[config.mk]
export PLATFORM = sky130hd
export DESIGN_NAME = memAccessUnit
export DESIGN_NICKNAME = d
export VERILOG_FILES = /design/src/rtl/memAccessPkg.sv /design/src/rtl/memAccessCtrl.sv /design/src/rtl/memAccessDatapath.sv /design/src/rtl/memAccessUnit.sv
export SDC_FILE = /design/constraint.sdc
export NUM_CORES = 1
export LEC_CHECK = 0
export ABC_AREA = 1
export BUFFER_PORTS_ARGS = -buffer_cell sky130_fd_sc_hd__buf_2
export CAP_MARGIN = 5
export CORE_ASPECT_RATIO = 1.1
export CORE_MARGIN = 5
export CORE_UTILIZATION = 47
export DETAILED_ROUTE_END_ITERATION = 12
export GPL_TIMING_DRIVEN = 0
export PLACE_DENSITY = 0.82
export SYNTH_ARGS = -nofsm -noshare
export SYNTH_HDL_FRONTEND = slang
export SYNTH_SLANG_ARGS = --single-unit
[constraint.sdc]
create_clock -name clk -period 1.7 [get_ports clk]
set_input_delay 0.085 -clock clk [delete_from_list [all_inputs] [get_ports clk]]
set_output_delay 0.085 -clock clk [all_outputs]
set_load 0.005 [all_outputs]
[src/rtl/memAccessPkg.sv]
package memAccessPkg;
  typedef enum logic [1:0] {
    SZ_BYTE = 2'd0,
    SZ_HALF = 2'd1,
    SZ_WORD = 2'd2,
    SZ_WORD_ALT = 2'd3
  } accSize_t;

  typedef struct packed {
    logic issueRead;  // drive the execute-1 read on the port
    logic doWrite;    // execute 2 owns the port for a write
    logic capture;    // move the execute-1 access into execute 2
    logic ex2Load;    // execute 2 holds a load
  } memStrobe_t;
endpackage

[src/rtl/memAccessCtrl.sv]
module memAccessCtrl
  import memAccessPkg::*;
(
  input  logic       clk,
  input  logic       rstN,
  input  logic       reqValid,
  input  logic [1:0] reqSize,
  input  logic       reqStore,
  output memStrobe_t strobe,
  output logic       conflict,
  output logic       ramRe,
  output logic       ramWe,
  output logic       loadValid
);
  logic ex2Valid;
  logic ex2Store;
  logic fullWord;
  logic needRead;
  logic writeNow;

  assign fullWord = reqSize[1];
  assign needRead = reqValid && !(reqStore && fullWord);
  assign writeNow = ex2Valid && ex2Store;

  always_comb begin
    strobe.doWrite   = writeNow;
    strobe.issueRead = needRead && !writeNow;
    strobe.capture   = reqValid && !(needRead && writeNow);
    strobe.ex2Load   = ex2Valid && !ex2Store;
  end

  always_ff @(posedge clk) begin
    if (!rstN) begin
      ex2Valid <= 1'b0;
      ex2Store <= 1'b0;
    end else begin
      ex2Valid <= strobe.capture;
      ex2Store <= reqStore;
    end
  end

  assign conflict  = needRead && writeNow;
  assign ramRe     = strobe.issueRead;
  assign ramWe     = strobe.doWrite;
  assign loadValid = strobe.ex2Load;
endmodule

[src/rtl/memAccessDatapath.sv]
module memAccessDatapath
  import memAccessPkg::*;
#(
  parameter int ADDR_W = 32
) (
  input  logic              clk,
  input  logic              rstN,
  input  memStrobe_t        strobe,
  input  logic [ADDR_W-1:0] reqAddr,
  input  logic [1:0]        reqSize,
  input  logic              reqSigned,
  input  logic [31:0]       reqWdata,
  input  logic [31:0]       ramRdata,
  output logic [ADDR_W-3:0] ramAddr,
  output logic [31:0]       ramWdata,
  output logic [31:0]       loadData
);
  localparam int WADDR_W = ADDR_W - 2;
  localparam int LANES   = 4;

  logic [WADDR_W-1:0] ex2Addr;
  logic [1:0]         ex2Lane;
  accSize_t           ex2Size;
  logic               ex2Signed;
  logic [31:0]        ex2Wdata;

  always_ff @(posedge clk) begin
    if (!rstN) begin
      ex2Addr   <= '0;
      ex2Lane   <= '0;
      ex2Size   <= SZ_WORD;
      ex2Signed <= 1'b0;
      ex2Wdata  <= '0;
    end else if (strobe.capture) begin
      ex2Addr   <= reqAddr[ADDR_W-1:2];
      ex2Lane   <= reqAddr[1:0];
      ex2Size   <= accSize_t'(reqSize);
      ex2Signed <= reqSigned;
      ex2Wdata  <= reqWdata;
    end
  end

  // Port address: the execute-2 write wins over the execute-1 read
  assign ramAddr = strobe.doWrite ? ex2Addr : reqAddr[ADDR_W-1:2];

  // Load extraction
  logic [31:0] byteShift;
  logic [31:0] halfShift;
  assign byteShift = ramRdata >> {ex2Lane, 3'b000};
  assign halfShift = ramRdata >> {ex2Lane[1], 4'b0000};

  always_comb begin
    unique case (ex2Size)
      SZ_BYTE: loadData = {{24{ex2Signed & byteShift[7]}}, byteShift[7:0]};
      SZ_HALF: loadData = {{16{ex2Signed & halfShift[15]}}, halfShift[15:0]};
      default: loadData = ramRdata;
    endcase
  end

  // Store merge
  logic [31:0] repData;
  always_comb begin
    unique case (ex2Size)
      SZ_BYTE: repData = {LANES{ex2Wdata[7:0]}};
      SZ_HALF: repData = {2{ex2Wdata[15:0]}};
      default: repData = ex2Wdata;
    endcase
  end

  for (genvar g = 0; g < LANES; g++) begin : gLane
    localparam logic [1:0] LANE_ID = 2'(g);
    logic laneEn;
    always_comb begin
      unique case (ex2Size)
        SZ_BYTE: laneEn = (ex2Lane == LANE_ID);
        SZ_HALF: laneEn = (ex2Lane[1] == LANE_ID[1]);
        default: laneEn = 1'b1;
      endcase
    end
    assign ramWdata[8*g +: 8] = laneEn ? repData[8*g +: 8] : ramRdata[8*g +: 8];
  end
endmodule

[src/rtl/memAccessUnit.sv]
module memAccessUnit
  import memAccessPkg::*;
#(
  parameter int ADDR_W = 32
) (
  input  logic              clk,
  input  logic              rstN,
  input  logic              reqValid,
  input  logic [ADDR_W-1:0] reqAddr,
  input  logic [1:0]        reqSize,
  input  logic              reqStore,
  input  logic              reqSigned,
  input  logic [31:0]       reqWdata,
  output logic [31:0]       loadData,
  output logic              loadValid,
  output logic              conflict,
  output logic [ADDR_W-3:0] ramAddr,
  output logic              ramRe,
  output logic              ramWe,
  output logic [31:0]       ramWdata,
  input  logic [31:0]       ramRdata
);
  memStrobe_t strobe;

  memAccessCtrl i_ctrl (
    .clk(clk), .rstN(rstN), .reqValid(reqValid), .reqSize(reqSize),
    .reqStore(reqStore), .strobe(strobe), .conflict(conflict),
    .ramRe(ramRe), .ramWe(ramWe), .loadValid(loadValid)
  );

  memAccessDatapath #(.ADDR_W(ADDR_W)) i_dp (
    .clk(clk), .rstN(rstN), .strobe(strobe), .reqAddr(reqAddr),
    .reqSize(reqSize), .reqSigned(reqSigned), .reqWdata(reqWdata),
    .ramRdata(ramRdata), .ramAddr(ramAddr), .ramWdata(ramWdata),
    .loadData(loadData)
  );
endmodule

Word-level counts from Yosys, hierarchy flattened
Index checks and enable logic that the tools add are counted.
{"block": "totals", "ff_bits": 69, "latchBits": 0, "mem_bits_rw": 0, "rom_bits": 0, "output_inout_bits": 98, "elab_cells": 40, "mem_count": 0}
{"block": "op_classes", "addsub": 0, "mul": 0, "div_mod_pow": 0, "order_cmp": 0, "n_eq_ne": 4, "shifts": 2, "mux": 11, "bitwise": 3, "reduce_logical": 13}
{"operator": "one-hot mux 32 bit (2 select lines)", "count": 2}
{"operator": "two-way mux 8 bit", "count": 4}
{"operator": "right shift 32 x 5 -> 16 bit", "count": 1}
{"operator": "right shift 32 x 5 -> 8 bit", "count": 1}
{"operator": "two-way mux 30 bit", "count": 1}
{"operator": "one-hot mux 1 bit (2 select lines)", "count": 4}
{"operator": "logical AND 1 bit", "count": 7}
{"operator": "equality test 2 x 1 -> 1 bit, second input constant", "count": 2}
{"operator": "equality test 2 bit, second input constant", "count": 2}
{"operator": "zero test 1 bit", "count": 4}
{"operator": "zero test 2 bit", "count": 2}
{"operator": "bitwise AND 1 bit", "count": 2}
{"operator": "inverter 1 bit", "count": 1}

Longest topological paths before layout
{"block": "logic_depth", "ltp_word": 6, "ltp_mapped": 9, "ltp_nobuf": 7}

Hierarchy
Synthesis repeated with hierarchy kept, for this count alone.
{"block": "hier_totals", "cells_unflattened": 668, "area_unflattened_um2": 4152.7}
{"module": "memAccessDatapath", "n_inst": 1, "cells_each": 647, "area_per_inst_um2": 4010.1}
{"module": "memAccessCtrl", "n_inst": 1, "cells_each": 21, "area_per_inst_um2": 142.6}

Worst setup path before layout
Ideal clock, no wire load.
{"block": "synth_path", "kind": "reg2out", "startpoint": "register i_dp.ex2Size[1]", "endpoint": "output loadData[0]", "arrival_time_ns": 1.223, "t_required_ns": 1.615, "path_slack_ns": 0.392, "path_stages_with_launch": 10, "path_buffers": 3, "cell_sequence": "dfxtp_1 > buf_4 > nor2_4 > inv_4 > nand2_2 > buf_6 > nand2_4 > buf_6 > nand2_1 > nand3_1"}
{"block": "synth_between", "elab_chain_cells": 2}
{"item": "from (decl)", "line_no": "memAccessDatapath.sv:23", "text": "accSize_t ex2Size;"}
{"item": "from (signal assigned)", "line_no": "memAccessDatapath.sv:37", "text": "ex2Size <= accSize_t'(reqSize);"}
{"item": "equality test 2 x 1 -> 1 bit / zero test 2 bit (equally long branches)", "line_no": "memAccessDatapath.sv:53", "text": "unique case (ex2Size)"}
{"item": "one-hot mux 32 bit (2 select lines) (*)", "line_no": "memAccessDatapath.sv:53"}
{"item": "to (decl)", "line_no": "memAccessUnit.sv:14", "text": "output logic [31:0] loadData,"}
Every way passes the cells marked *; elsewhere a longest branch is shown, timed or not.

Final worst setup path
{"block": "layout_path", "startpoint": "register i_dp.ex2Size[0]", "endpoint": "output loadData[11]"}
The elaborated chain is that of the path after synthesis.

==> impl_metrics.py <==
metrics = {
    "clock_network": {
        "cts.clk_slew.worst_paths_ps": 70,
        "cts_buffer_depth": 2,
        "clk-insertion-delay-late_ps": 340,
        "cts-buffers-inserted": 9,
        "cts_tree": "built",
        "cts-root-buf": "clkbuf_8",
        "cts_sinks": 69,
        "h-tree-depth": 3,
    },
    "finish": {
        "nNetsFinal": 1093,
        "design_area_mm2": 0.00680,
        "final_util": 0.808,
        "area_growth_pct": 67.4,
        "drive_above_1_share": 0.360,
        "n_antenna_cell": 0,
    },
    "sta": {
        "final.min_clock_period_ps": 1770,
        "max_freq_ghz": 0.565,
        "max_slew_margin": 0.668,
        "worst-slew-pin-transition_ps": 498,
        "maxSlewViolCount": 0,
        "holdWs_ps": 2.23,
        "rsz0062_at_grt": "true",
        "fin_worst_skew_ps": 6.80,
        "period_share": 1.04,
        "setup_tns_ps": -1100,
        "fin_ws_ps": -68.6,
        "hold_viol_final": 0,
        "setup_viol": 31,
    },
    "synth": {
        "avgSynthCellArea_um2": 5.81,
        "syn_inst": 699,
        "synth.cell_area_mm2": 0.00406,
        "yosys-top-cells-area": "dfxtp_1, nand2_1, nor2_1",
        "ys_warn_count": 0,
        "synth.ff_latch_count": 69,
        "yosysUniqueCellTypes": 25,
        "synth_seq_area_share": 0.340,
        "synth_top_cell_area_share": 0.340,
        "synth_top_area_cell": "dfxtp_1",
        "syn_nets": 802,
    },
    "drt": {
        "drt-total-wl_um": 18000,
        "ant_nets": 0,
        "drcViolationCount": 0,
        "drtPass1Iterations": 6,
        "drt_iter0_markers": 478,
        "wl_per_cell_um": 16.3,
        "vias": 6022,
        "vias_per_cell": 5.44,
    },
    "global_routing": {
        "grtUsageMet2": 0.507,
        "grt-ovfl-total": 0,
        "met3_usage": 0.0765,
        "antenna_found_initial": 0,
        "met1_usage": 0.327,
        "grt_pass1_vias": 5434,
        "grt_first_pass_wirelength_um": 25400,
        "grt_max_degree": 16,
        "grt-busiest-layer": "met2",
        "grt_util_all_layers": 0.291,
    },
    "place": {
        "dp_hpwl_um": 11100,
        "place_area_mm2": 0.00519,
        "io_buffers": 199,
        "finalWeightedCongestion": 0.914,
    },
    "min_path": {
        "hp-class": "in -> reg",
    },
    "setup_path": {
        "start_kind": "flop",
        "crit_path_end_kind": "output pin",
        "required_ps": 1620,
        "critical_path_class": "reg -> out",
        "cp.arrival_ps": 1680,
        "crit_fanout": 8,
    },
    "power_and_ir_drop": {
        "power.density_mw_per_mm2": 705,
        "leakagePower_nw": 3.70,
        "ir_drop_uv": 560,
    },
    "floorplan": {
        "die_h_um": 107,
        "dieArea_mm2": 0.0106,
        "num_io_pins": 201,
        "row_count": 35,
        "start_util": 0.483,
        "die_w_um": 98.6,
        "coreArea_mm2": 0.00841,
    },
    "status": {
        "violations": "negative setup slack",
        "status": "finished with violations",
    },
    "flow_run": {
        "drv_cap": 0,
    },
}
## cell families (layout without fill, tap and decap cells)
| group | count (synthesis) | in the layout | share of synthesized area |
|---|---|---|---|
| buf+inv | 72 | 368 | 0.0767 |
| flops | 69 | 69 | 0.340 |
| compound gates | 102 | 102 | 0.137 |
| simple gates | 456 | 456 | 0.446 |
## power by group
| group | switching (W) | internal (W) | total (W) |
|---|---|---|---|
| sequential | 0.000101 | 0.00174 | 0.00184 |
| clock | 0.000634 | 0.000863 | 0.00150 |
| combinational | 0.000779 | 0.000675 | 0.00145 |
| total | 0.00151 | 0.00328 | 0.00479 |
## path summary, 6_finish.rpt
| check | slack (ps) | startpoint | depth (start not counted) | endpoint |
|---|---|---|---|---|
| hold / removal | 2 | reqWdata[16] | 3 | i_dp.ex2Wdata[16] |
| setup / recovery | -70 | i_dp.ex2Size[0] | 10 | loadData[11] |
| setup reg to reg | 110 | i_ctrl.ex2Store | 8 | i_dp.ex2Addr[13] |
| hold reg to reg | 520 | i_dp.ex2Addr[1] | 2 | i_dp.ex2Addr[1] |
## cell usage in the layout, fill, tap and decap left out, drive strengths merged
cell	synthesis	routed
o21a	8	8
clkbuf	21	37
dlygate4sd3	0	62
buf	21	233
a21oi	3	3
o211ai	1	1
o21ai	83	83
nor2	137	137
clkinvlp	0	2
inv	29	28
nand3	59	59
bufinv	0	2
nand2	260	260
clkinv	1	4
dfxtp	69	69
o22ai	7	7
## routing by layer
layer  up-vias  routed length (um)
met5         -                   0
met4         0                1080
met3        98                1900
met2       443                8490
met1      2680                6550
li1       2801                   -
## what timing repair did
action	CTS	global route
resized for setup	49	119
setup buffers	8	7
endpoints found under the hold margin	62	0
setup endpoints to repair	87	98
gates cloned	0	6
pin swaps	1	23
hold buffers	62	0
## worst max-delay path, stage by stage, from the launching register on
cell and delay (ps):
dfxtp_4 390, inv_2 60, nor2_4 150, nand2_4 80, nand2_4 80, buf_6 130
buf_6 120, inv_6 50, nand2_1 60, nand3_1 80, buf_2 140
## per-stage QoR
step	cells	worst slack, ps	power (W)
finish	1106	-68.6	0.00479
global route	1106	-128	0.00500
CTS	1094	-67.2	0.00456
detailed placement	1009	89.8	0.00292
global placement	1009	90.0	0.00291
floorplan	699	392	0.00242
## cell type report
cell class              instances  area (um2)
clock buffers                  10         138
fillers                       556        1610
flip-flops and latches         69        1390
plain buffers                  40         260
clock inverters                 6        86.3
multi-input cells             558        2770
repair buffers                282        1880
well taps                     111         139
inverters                      30         129
## sequential cells by signal, summed over array words and instances (netlist names)
| name | count |
|---|---|
| i_dp.ex2Addr | 30 |
| i_dp.ex2Wdata | 32 |
| i_dp.ex2Signed | 1 |
| i_ctrl.ex2Valid | 1 |
| i_dp.ex2Lane | 2 |
| i_ctrl.ex2Store | 1 |
| i_dp.ex2Size | 2 |
## Yosys cell counts
library cell,n
buf_1,2
dfxtp_1,69
nand2_1,257
nand2_2,2
clkinv_1,1
inv_2,5
buf_2,16
nand3_2,1
o21ai_0,72
nand2_4,1
clkbuf_1,21
o21a_1,8
o21ai_1,10
a21oi_4,1
nand3_1,58
inv_4,1
nor2_4,1
o21ai_2,1
buf_4,1
nor2_1,136
a21oi_1,2
inv_1,23
buf_6,2
o211ai_1,1
o22ai_1,7
(Power assumes the default switching activity.)
